`src/rtl/nac_pkg.sv`:
```
package nac_pkg;

  // Instruction-set constants: the opcode field is always four bits wide.
  localparam int OPC_W = 4;

  localparam logic [OPC_W-1:0] OPC_LOAD  = 4'h1;
  localparam logic [OPC_W-1:0] OPC_ADD   = 4'h2;
  localparam logic [OPC_W-1:0] OPC_STORE = 4'h3;
  localparam logic [OPC_W-1:0] OPC_HALT  = 4'hF;

  // One-hot step of the instruction cycle.
  typedef enum logic [2:0] {
    PH_FETCH  = 3'b001,
    PH_DECODE = 3'b010,
    PH_EXEC   = 3'b100
  } nac_phase_e;

  // Decoded operation class.
  typedef enum logic [2:0] {
    K_NOP   = 3'd0,
    K_LOAD  = 3'd1,
    K_ADD   = 3'd2,
    K_STORE = 3'd3,
    K_HALT  = 3'd4
  } nac_kind_e;

  function automatic nac_kind_e classify(input logic [OPC_W-1:0] opc);
    nac_kind_e k;
    case (opc)
      OPC_LOAD:  k = K_LOAD;
      OPC_ADD:   k = K_ADD;
      OPC_STORE: k = K_STORE;
      OPC_HALT:  k = K_HALT;
      default:   k = K_NOP;
    endcase
    return k;
  endfunction

endpackage

```
`src/rtl/nac_mem.sv`:
```
module nac_mem #(
  parameter int DATA_W = 8,
  parameter int ADDR_W = 4
) (
  input  logic              clk,
  input  logic              we_i,
  input  logic [ADDR_W-1:0] waddr_i,
  input  logic [DATA_W-1:0] wdata_i,
  input  logic [ADDR_W-1:0] raddr_i,
  output logic [DATA_W-1:0] rdata_o
);

  localparam int DEPTH = 1 << ADDR_W;

  logic [DATA_W-1:0] cells [DEPTH];

  // One write-enabled register per location; no reset so loaded code survives.
  for (genvar gi = 0; gi < DEPTH; gi++) begin : g_cell
    logic sel;
    assign sel = we_i && (waddr_i == ADDR_W'(gi));
    always_ff @(posedge clk) begin
      if (sel) cells[gi] <= wdata_i;
    end
  end

  // Asynchronous read keeps a just-written byte visible on the next cycle.
  assign rdata_o = cells[raddr_i];

endmodule

```
`src/rtl/nac_ctrl.sv`:
```
module nac_ctrl
  import nac_pkg::*;
(
  input  logic             clk,
  input  logic             rst,
  input  logic [OPC_W-1:0] opc_i,
  output logic [2:0]       phase_o,
  output logic             fetch_evt_o,
  output logic             decode_evt_o,
  output logic             load_evt_o,
  output logic             add_evt_o,
  output logic             store_evt_o,
  output logic             halted_o
);

  nac_phase_e phase_q;
  nac_kind_e  kind_q;
  logic       halted_q;
  logic       running;

  assign running = !rst && !halted_q;

  always_ff @(posedge clk) begin
    if (rst) begin
      phase_q  <= PH_FETCH;
      kind_q   <= K_NOP;
      halted_q <= 1'b0;
    end else if (!halted_q) begin
      case (phase_q)
        PH_FETCH:  phase_q <= PH_DECODE;
        PH_DECODE: begin
          kind_q  <= classify(opc_i);
          phase_q <= PH_EXEC;
        end
        PH_EXEC: begin
          if (kind_q == K_HALT) halted_q <= 1'b1;
          else                  phase_q  <= PH_FETCH;
        end
        default:   phase_q <= PH_FETCH;
      endcase
    end
  end

  logic in_exec;
  assign in_exec = running && (phase_q == PH_EXEC);

  assign phase_o      = phase_q;
  assign fetch_evt_o  = running && (phase_q == PH_FETCH);
  assign decode_evt_o = running && (phase_q == PH_DECODE);
  assign load_evt_o   = in_exec && (kind_q == K_LOAD);
  assign add_evt_o    = in_exec && (kind_q == K_ADD);
  assign store_evt_o  = in_exec && (kind_q == K_STORE);
  assign halted_o     = halted_q;

endmodule

```
`src/rtl/nac_dp.sv`:
```
module nac_dp #(
  parameter int DATA_W = 8,
  parameter int ADDR_W = 4
) (
  input  logic              clk,
  input  logic              rst,
  input  logic              fetch_evt_i,
  input  logic              decode_evt_i,
  input  logic              load_evt_i,
  input  logic              add_evt_i,
  input  logic [DATA_W-1:0] rdata_i,
  output logic [DATA_W-1:0] acc_o,
  output logic [ADDR_W-1:0] pc_o,
  output logic [DATA_W-1:0] ir_o,
  output logic [DATA_W-1:0] opnd_o
);

  logic [DATA_W-1:0] acc_q, ir_q, opnd_q;
  logic [ADDR_W-1:0] pc_q;

  // Sum kept to the accumulator width: the carry is discarded.
  function automatic logic [DATA_W-1:0] wrap_sum(input logic [DATA_W-1:0] a,
                                                 input logic [DATA_W-1:0] b);
    logic [DATA_W:0] full;
    full = {1'b0, a} + {1'b0, b};
    return full[DATA_W-1:0];
  endfunction

  function automatic logic [ADDR_W-1:0] next_pc(input logic [ADDR_W-1:0] p);
    return p + ADDR_W'(1);
  endfunction

  always_ff @(posedge clk) begin
    if (rst) begin
      acc_q  <= '0;
      pc_q   <= '0;
      ir_q   <= '0;
      opnd_q <= '0;
    end else begin
      if (fetch_evt_i) begin
        ir_q <= rdata_i;
        pc_q <= next_pc(pc_q);
      end
      if (decode_evt_i) opnd_q <= rdata_i;
      if (load_evt_i)      acc_q <= opnd_q;
      else if (add_evt_i)  acc_q <= wrap_sum(acc_q, opnd_q);
    end
  end

  assign acc_o  = acc_q;
  assign pc_o   = pc_q;
  assign ir_o   = ir_q;
  assign opnd_o = opnd_q;

endmodule

```
`src/rtl/nib_acc_core.sv`:
```
module nib_acc_core
  import nac_pkg::*;
#(
  parameter int DATA_W = 8
) (
  input  logic                      clk,
  input  logic                      rst,
  input  logic                      ld_en,
  input  logic [DATA_W-OPC_W-1:0]   ld_addr,
  input  logic [DATA_W-1:0]         ld_data,
  output logic [DATA_W-1:0]         acc_o,
  output logic [DATA_W-OPC_W-1:0]   pc_o,
  output logic [DATA_W-1:0]         ir_o,
  output logic                      halted_o
);

  localparam int ADDR_W = DATA_W - OPC_W;

  logic [2:0]        phase_vec;
  logic              fetch_evt, decode_evt, load_evt, add_evt, store_evt;
  logic [DATA_W-1:0] acc, ir, opnd_q, rdata;
  logic [ADDR_W-1:0] pc, raddr, waddr;
  logic [DATA_W-1:0] wdata;
  logic              mem_we;
  logic [OPC_W-1:0]  ir_opc;
  logic [ADDR_W-1:0] ir_addr;

  assign ir_opc  = ir[DATA_W-1 -: OPC_W];
  assign ir_addr = ir[ADDR_W-1:0];

  nac_ctrl u_ctrl (
    .clk          (clk),
    .rst          (rst),
    .opc_i        (ir_opc),
    .phase_o      (phase_vec),
    .fetch_evt_o  (fetch_evt),
    .decode_evt_o (decode_evt),
    .load_evt_o   (load_evt),
    .add_evt_o    (add_evt),
    .store_evt_o  (store_evt),
    .halted_o     (halted_o)
  );

  nac_dp #(.DATA_W(DATA_W), .ADDR_W(ADDR_W)) u_dp (
    .clk          (clk),
    .rst          (rst),
    .fetch_evt_i  (fetch_evt),
    .decode_evt_i (decode_evt),
    .load_evt_i   (load_evt),
    .add_evt_i    (add_evt),
    .rdata_i      (rdata),
    .acc_o        (acc),
    .pc_o         (pc),
    .ir_o         (ir),
    .opnd_o       (opnd_q)
  );

  // Read port: program counter during fetch, operand address otherwise.
  assign raddr = phase_vec[0] ? pc : ir_addr;

  // Write port: loader while held in reset, STORE execution while running.
  assign mem_we = rst ? ld_en   : store_evt;
  assign waddr  = rst ? ld_addr : ir_addr;
  assign wdata  = rst ? ld_data : acc;

  nac_mem #(.DATA_W(DATA_W), .ADDR_W(ADDR_W)) u_mem (
    .clk     (clk),
    .we_i    (mem_we),
    .waddr_i (waddr),
    .wdata_i (wdata),
    .raddr_i (raddr),
    .rdata_o (rdata)
  );

  assign acc_o = acc;
  assign pc_o  = pc;
  assign ir_o  = ir;

endmodule

```
`config.mk`:
```
export PLATFORM = sky130hd
export DESIGN_NAME = nib_acc_core
export DESIGN_NICKNAME = d
export VERILOG_FILES = /design/src/rtl/nac_pkg.sv /design/src/rtl/nac_mem.sv /design/src/rtl/nac_ctrl.sv /design/src/rtl/nac_dp.sv /design/src/rtl/nib_acc_core.sv
export SDC_FILE = /design/constraint.sdc
export NUM_CORES = 1
export LEC_CHECK = 0
export ABC_AREA = 0
export BUFFER_PORTS_ARGS = -buffer_cell sky130_fd_sc_hd__buf_2
export CAP_MARGIN = 5
export CORE_MARGIN = 5
export CORE_UTILIZATION = 55
export CTS_CLUSTER_SIZE = 40
export DETAILED_ROUTE_END_ITERATION = 10
export PLACE_DENSITY = 0.79
export SETUP_SLACK_MARGIN = 0.15
export SLEW_MARGIN = 20
export SYNTH_ARGS = -nofsm -noshare
export SYNTH_HDL_FRONTEND = slang
export SYNTH_SLANG_ARGS = --single-unit
```
`constraint.sdc`:
```
create_clock -name clk -period 1.8 [get_ports clk]
set_input_delay 0.27 -clock clk [delete_from_list [all_inputs] [get_ports clk]]
set_output_delay 0.27 -clock clk [all_outputs]
set_load 0.05 [all_outputs]
```
# Word-level counts from Yosys, hierarchy flattened
# Memories as Yosys holds them, arrays and structs flattened.
# Index checks and enable logic that the tools add are counted.
# totals
ff_bits,35
mem_bits_rw,128
out_inout_bits,21
mem_count,1
# classes
add_sub_neg,2
n_eq_ne,27
n_mux,89
n_bitwise,1
n_reduce_logical,44
# memory_table
name,depth,width,read_ports,rd_clocked_by_memory_dff,wr,line,rtl
u_mem.cells,16,8,1,0,1,nac_mem.sv:15,logic [DATA_W-1:0] cells [DEPTH];
# op_table
operator,n
8-bit two-way mux,18
8-bit OR reduction,15
4-bit two-way mux,17
1-bit two-way mux,51
"4-bit equality test, second input constant",9
1-bit logical AND,23
"4-bit by 2-bit equality test with 1-bit output, second input constant",4
"4-bit by 3-bit equality test with 1-bit output, second input constant",4
3-bit case mux with 4 select lines,1
"3-bit by 2-bit equality test with 1-bit output, second input constant",3
3-bit case mux with 3 select lines,1
8-bit adder,1
"4-bit by 1-bit equality test with 1-bit output, second input constant",2
"3-bit by 1-bit equality test with 1-bit output, second input constant",2
"3-bit equality test, second input constant",2
"4-bit by 1-bit adder with 4-bit output, second input constant",1
4-bit logical NOT,1
2-bit AND reduction,2
3-bit two-way mux,1
1-bit logical NOT,2
"2-bit inequality test, second input constant",1
2-bit nonzero test,1
1-bit inverter,1

# Logic depth before layout (Yosys ltp)
# depth
word_depth,24
mapped_depth,9
mapped_depth_nobuf,9

# Cells and area by module
# A second synthesis with hierarchy kept.
# unflattened
cells_unflattened,441
area_unflattened_um2,7091.8
# modules_own_cells
mod,n_inst,cells_per_inst,area_per_inst_um2,seq_area_each_um2
nac_mem,1,221,4987.3,3843.7
nac_dp,1,159,1488.9,560.5
nac_ctrl,1,43,375.4,140.1
nib_acc_core,1,18,240.2,0.0

# Worst setup path after synthesis
# No wires, ideal clock.
# synth_path
path_kind,register to register
from,"reg u_dp.pc_q[1], in the netlist u_dp.pc_o[1]"
to,"reg u_dp.ir_q[6], in the netlist u_dp.ir_o[6]"
setup_time_ns,0.133
arrival_time_ns,2.022
required_time_ns,1.667
setup_slack_ns,-0.354
path_stages_with_launch,7
n_path_buf,1
synth_period_minus_slack_ns,2.154
cell_sequence,dfxtp_1 buf_2 mux2i_1 mux4_2 a22o_1 a31oi_2 a21oi_1
# synth_between
elab_chain_len,2
# synth_lines
item,line,rtl
start: declaration,nac_dp.sv:19,logic [ADDR_W-1:0] pc_q;
start signal: assignment,nac_dp.sv:42,pc_q <= next_pc(pc_q);
4-bit two-way mux,nib_acc_core.sv:59,assign raddr = phase_vec[0] ? pc : ir_addr;
memory read 16 x 8 bit,n/a,
end signal: assignment,nac_dp.sv:41,ir_q <= rdata_i;
end: declaration,nac_dp.sv:18,"logic [DATA_W-1:0] acc_q, ir_q, opnd_q;"
# Every way passes these cells.
# A chain may end at the register's enable or synchronous reset.

# Worst setup path in the final report
# layout_path
from,"reg u_ctrl.phase_q[0], in the netlist u_ctrl.phase_o[0]"
to,"reg u_dp.opnd_q[7], in the netlist u_dp.opnd_o[7]"
# layout_between
elab_chain_len,2
elab_cells_between_ends,4
cone_classes,eq/ne: 1; mux: 1; reduce/logical: 1; memory: 1
# layout_lines
item,line,rtl
start: declaration,nac_ctrl.sv:16,nac_phase_e phase_q;
start signal: assignment,nac_ctrl.sv:25,phase_q <= PH_FETCH;
start signal: assignment,nac_ctrl.sv:30,PH_FETCH: phase_q <= PH_DECODE;
start signal: assignment,nac_ctrl.sv:33,phase_q <= PH_EXEC;
4-bit two-way mux or 3-bit by 2-bit equality test with 1-bit output (tied branches),"nib_acc_core.sv:59, nac_ctrl.sv:49",
memory read 16 x 8 bit or 1-bit logical AND (tied branches),n/a,
end signal: assignment,nac_dp.sv:44,if (decode_evt_i) opnd_q <= rdata_i;
end: declaration,nac_dp.sv:18,
# Parallel ways exist; a longest one is shown, timed or not.

==> impl_metrics.env <==
export IMPL_drc=0
export IMPL_synth_seq_cells=163
export IMPL_htreeDepth=4
export IMPL_place_area_um2=8200
export IMPL_gr_total_overflow=0
export IMPL_hold_class="input port to flop"
export IMPL_synthFlopType="edfxtp_1"
export IMPL_numCtsBuffers=17
export IMPL_cts_tree="built"
export IMPL_worstReg2RegStart="u_ctrl.phase_o[0]$_SDFFE_PP1P_"
export IMPL_failed_checks="negative setup slack"
export IMPL_synth_edf_count=128
export IMPL_final_common_cell="edfxtp_1"
export IMPL_vias=5466
export IMPL_internal_power_mw=7.46
export IMPL_postRouteAntennaNets=0
export IMPL_detailed_place_hpwl_um=12500
export IMPL_num_io_pins=36
export IMPL_drtIter0Drc=772
export IMPL_die_height_um=123
export IMPL_slew_viol_final=0
export IMPL_tightest_slew_ps=636
export IMPL_crit_type="flop to flop"
export IMPL_r2r_setup_slack_ps=-230
export IMPL_switchingPower_mw=3.35
export IMPL_drive_above_1_share=0.388
export IMPL_p_total_mw=10.8
export IMPL_fin_ws_ps=-231
export IMPL_place_ws_ps=-348
export IMPL_antenna_found_initial=0
export IMPL_reg2reg_to="u_dp.opnd_o[7]$_SDFFE_PP0P_"
export IMPL_reg2reg_depth=6
export IMPL_finalInstanceArea_um2=9490
export IMPL_fin_crit_sh=1.13
export IMPL_syn_inst=569
export IMPL_endpoint_kind="flop"
export IMPL_clock_tree_root_cell="clkbuf_16"
export IMPL_slew_headroom=0.575
export IMPL_swShare=0.310
export IMPL_setup_violations=150
export IMPL_finalNonFillerCells=863
export IMPL_clock_latency_ps=430
export IMPL_min_period_ps=2030
export IMPL_pwr_share_clk=0.324
export IMPL_hold_depth=3
export IMPL_worstPathArrival_ps=2350
export IMPL_final_net_count=703
export IMPL_p_per_area_nw_per_um2=1140
export IMPL_cts_buffer_depth=2
export IMPL_cts_clk_slew_worst_paths_ps=70
export IMPL_syn_num_nets=593
export IMPL_die_x_um=123
export IMPL_startpoint="u_ctrl.phase_o[0]$_SDFFE_PP1P_"
export IMPL_status="finished with violations"
export IMPL_yosys_area_top_type="edfxtp_1"
export IMPL_num_rows=41
export IMPL_pwr_share_seq=0.406
export IMPL_cp_start_kind="flop"
export IMPL_whs_ps=250
export IMPL_ys_warnings_count=0
export IMPL_final_core_util=0.755
export IMPL_use_met2=0.452
export IMPL_ys_seq_area_frac=0.645
export IMPL_use_met3=0.0581
export IMPL_path_max_fanout=9
export IMPL_post_synth_cell_area_avg_um2=12.4
export IMPL_mostFrequentLayoutCells="128 x edfxtp_1, 91 x nand2_1, 54 x buf_4"
export IMPL_dp_cells=804
export IMPL_holdCritStartpoint="rst"
export IMPL_drt_pass1_iter_count=5
export IMPL_vias_per_cell=6.33
export IMPL_fin_skew_ps=9.31
export IMPL_synth_area_leaders="edfxtp_1 55%, dfxtp_1 9.9%, nand2_1 5.1%"
export IMPL_area_growth_pct=34.6
export IMPL_drv_cap=0
export IMPL_ctsHoldBuffers=0
export IMPL_final_setup_tns_ps=-19100
export IMPL_synth_top_cell_area_share=0.545
export IMPL_syn_area_um2=7050
export IMPL_dieArea_um2=15200
export IMPL_synth_async_reset_ratio=0
export IMPL_grt_usage=0.272
export IMPL_hold_viol_final=0
export IMPL_p_comb_frac=0.271
export IMPL_top_usage_layer="met2"
export IMPL_fmax_ghz=0.492
export IMPL_grt_pass1_vias=5321
export IMPL_grt_pass1_wl_um=30100
export IMPL_start_util=0.561
export IMPL_core_um2=12600
export IMPL_diodes=0
export IMPL_gp_congestion=0.885
export IMPL_drt_total_wl_um=20000
export IMPL_synthDistinctLibCells=53
export IMPL_holdPathEnd="u_ctrl.halted_o$_SDFF_PP0_"
export IMPL_portBuffers=35
export IMPL_required_ps=2110
export IMPL_cts_sinks=163
export IMPL_vdd_ir_drop_max_uv=928
export IMPL_grt_met1_usage=0.343
export IMPL_rsz0062_at_grt="yes"
export IMPL_leakage_nw=3.45
export IMPL_wl_per_cell_um=23.2
export IMPL_grt_max_degree=26
Yosys cell counts, drive strengths merged, types with 2 or more instances:
master and number:
and3 3, a21o 4, nand2b 3, xnor2 4, nor3 8, or3 2, o31ai 2, o2bb2ai 2
a31oi 12, nor2 38, buf 21, nor3b 4, mux2 3, mux2i 28, clkbuf 16, dfxtp 35
edfxtp 128, a21oi 28, a32o 13, ha 8, nor4b 2, nor2b 3, inv 10, and2 3
nand2 95, xor2 6, o22ai 2, o21ai 24, mux4 5, a211oi 5, nand3 17, nand4 5
a22o 2, a32oi 13, nand3b 4
power by group through the flow:
stage                     clock network [mW]  logic, mW  registers [mW]
final                                   3.50       2.93            4.38
after global routing                    3.69       3.07            4.39
after CTS                               3.49       2.69            4.37
after detailed placement                   0       2.47            4.44
after global placement                     0       2.40            4.43
after floorplan                            0       1.43            4.57
cell type report:
| type | count | area (um^2) |
|---|---|---|
| sequential | 163 | 4610 |
| fill | 702 | 3080 |
| multi-input combinational | 359 | 2830 |
| timing repair buffer | 128 | 1220 |
| clock buffer | 18 | 429 |
| tap | 172 | 215 |
| clock inverter | 13 | 139 |
| inverter | 10 | 41.3 |
routing by layer:
layer | vias up | share of wire
met5 | - | 0
met4 | 0 | 0.032
met3 | 59 | 0.085
met2 | 351 | 0.51
met1 | 2705 | 0.38
li1 | 2351 | -
worst max-delay path: stages, from the launching register on:
cell	delay, ps
dfxtp_4	410
mux2i_4	260
buf_12	160
mux4_2	510
a22o_1	240
a31oi_2	210
a21oi_1	120
worst max-delay path by stage:
| stage | endpoint | slack (ps) | depth (start not counted) |
|---|---|---|---|
| 2_1_floorplan | u_dp.ir_o[6]$_SDFFE_PP0P_ | -80 | 7 |
| 3_3_place_gp | u_mem.cells[2][1]$_DFFE_PP_ | -300 | 6 |
| 3_5_place_dp | u_dp.opnd_o[5]$_SDFFE_PP0P_ | -350 | 7 |
| 4_1_cts | u_dp.opnd_o[6]$_SDFFE_PP0P_ | -190 | 6 |
| 5_1_grt | u_dp.opnd_o[5]$_SDFFE_PP0P_ | -270 | 9 |
| 6_report | u_dp.opnd_o[7]$_SDFFE_PP0P_ | -230 | 6 |
kinds of logic after synthesis:
group | synth area share
adder cells (fa/ha/maj) | 0.0170
AND/OR/NAND/NOR | 0.122
XOR/XNOR | 0.0124
flip-flops | 0.645
multiplexers | 0.0611
buffers and inverters | 0.0332
AO/OA/AOI/OAI | 0.110
flip-flops by register name, indices dropped and copies added (netlist names):
signal / count
u_mem.cells: 128
u_dp.acc_o: 8
u_dp.ir_o: 8
u_dp.opnd_o: 8
u_dp.pc_o: 4
u_ctrl.kind_q: 3
u_ctrl.phase_o: 3
u_ctrl.halted_o: 1
timing repair:
item                       in CTS  in global routing
resized for setup              55                 32
setup endpoints to repair     153                154
buffers inserted               18                 10
pin swaps                      25                 33
Power figures use the tool's default switching activity.
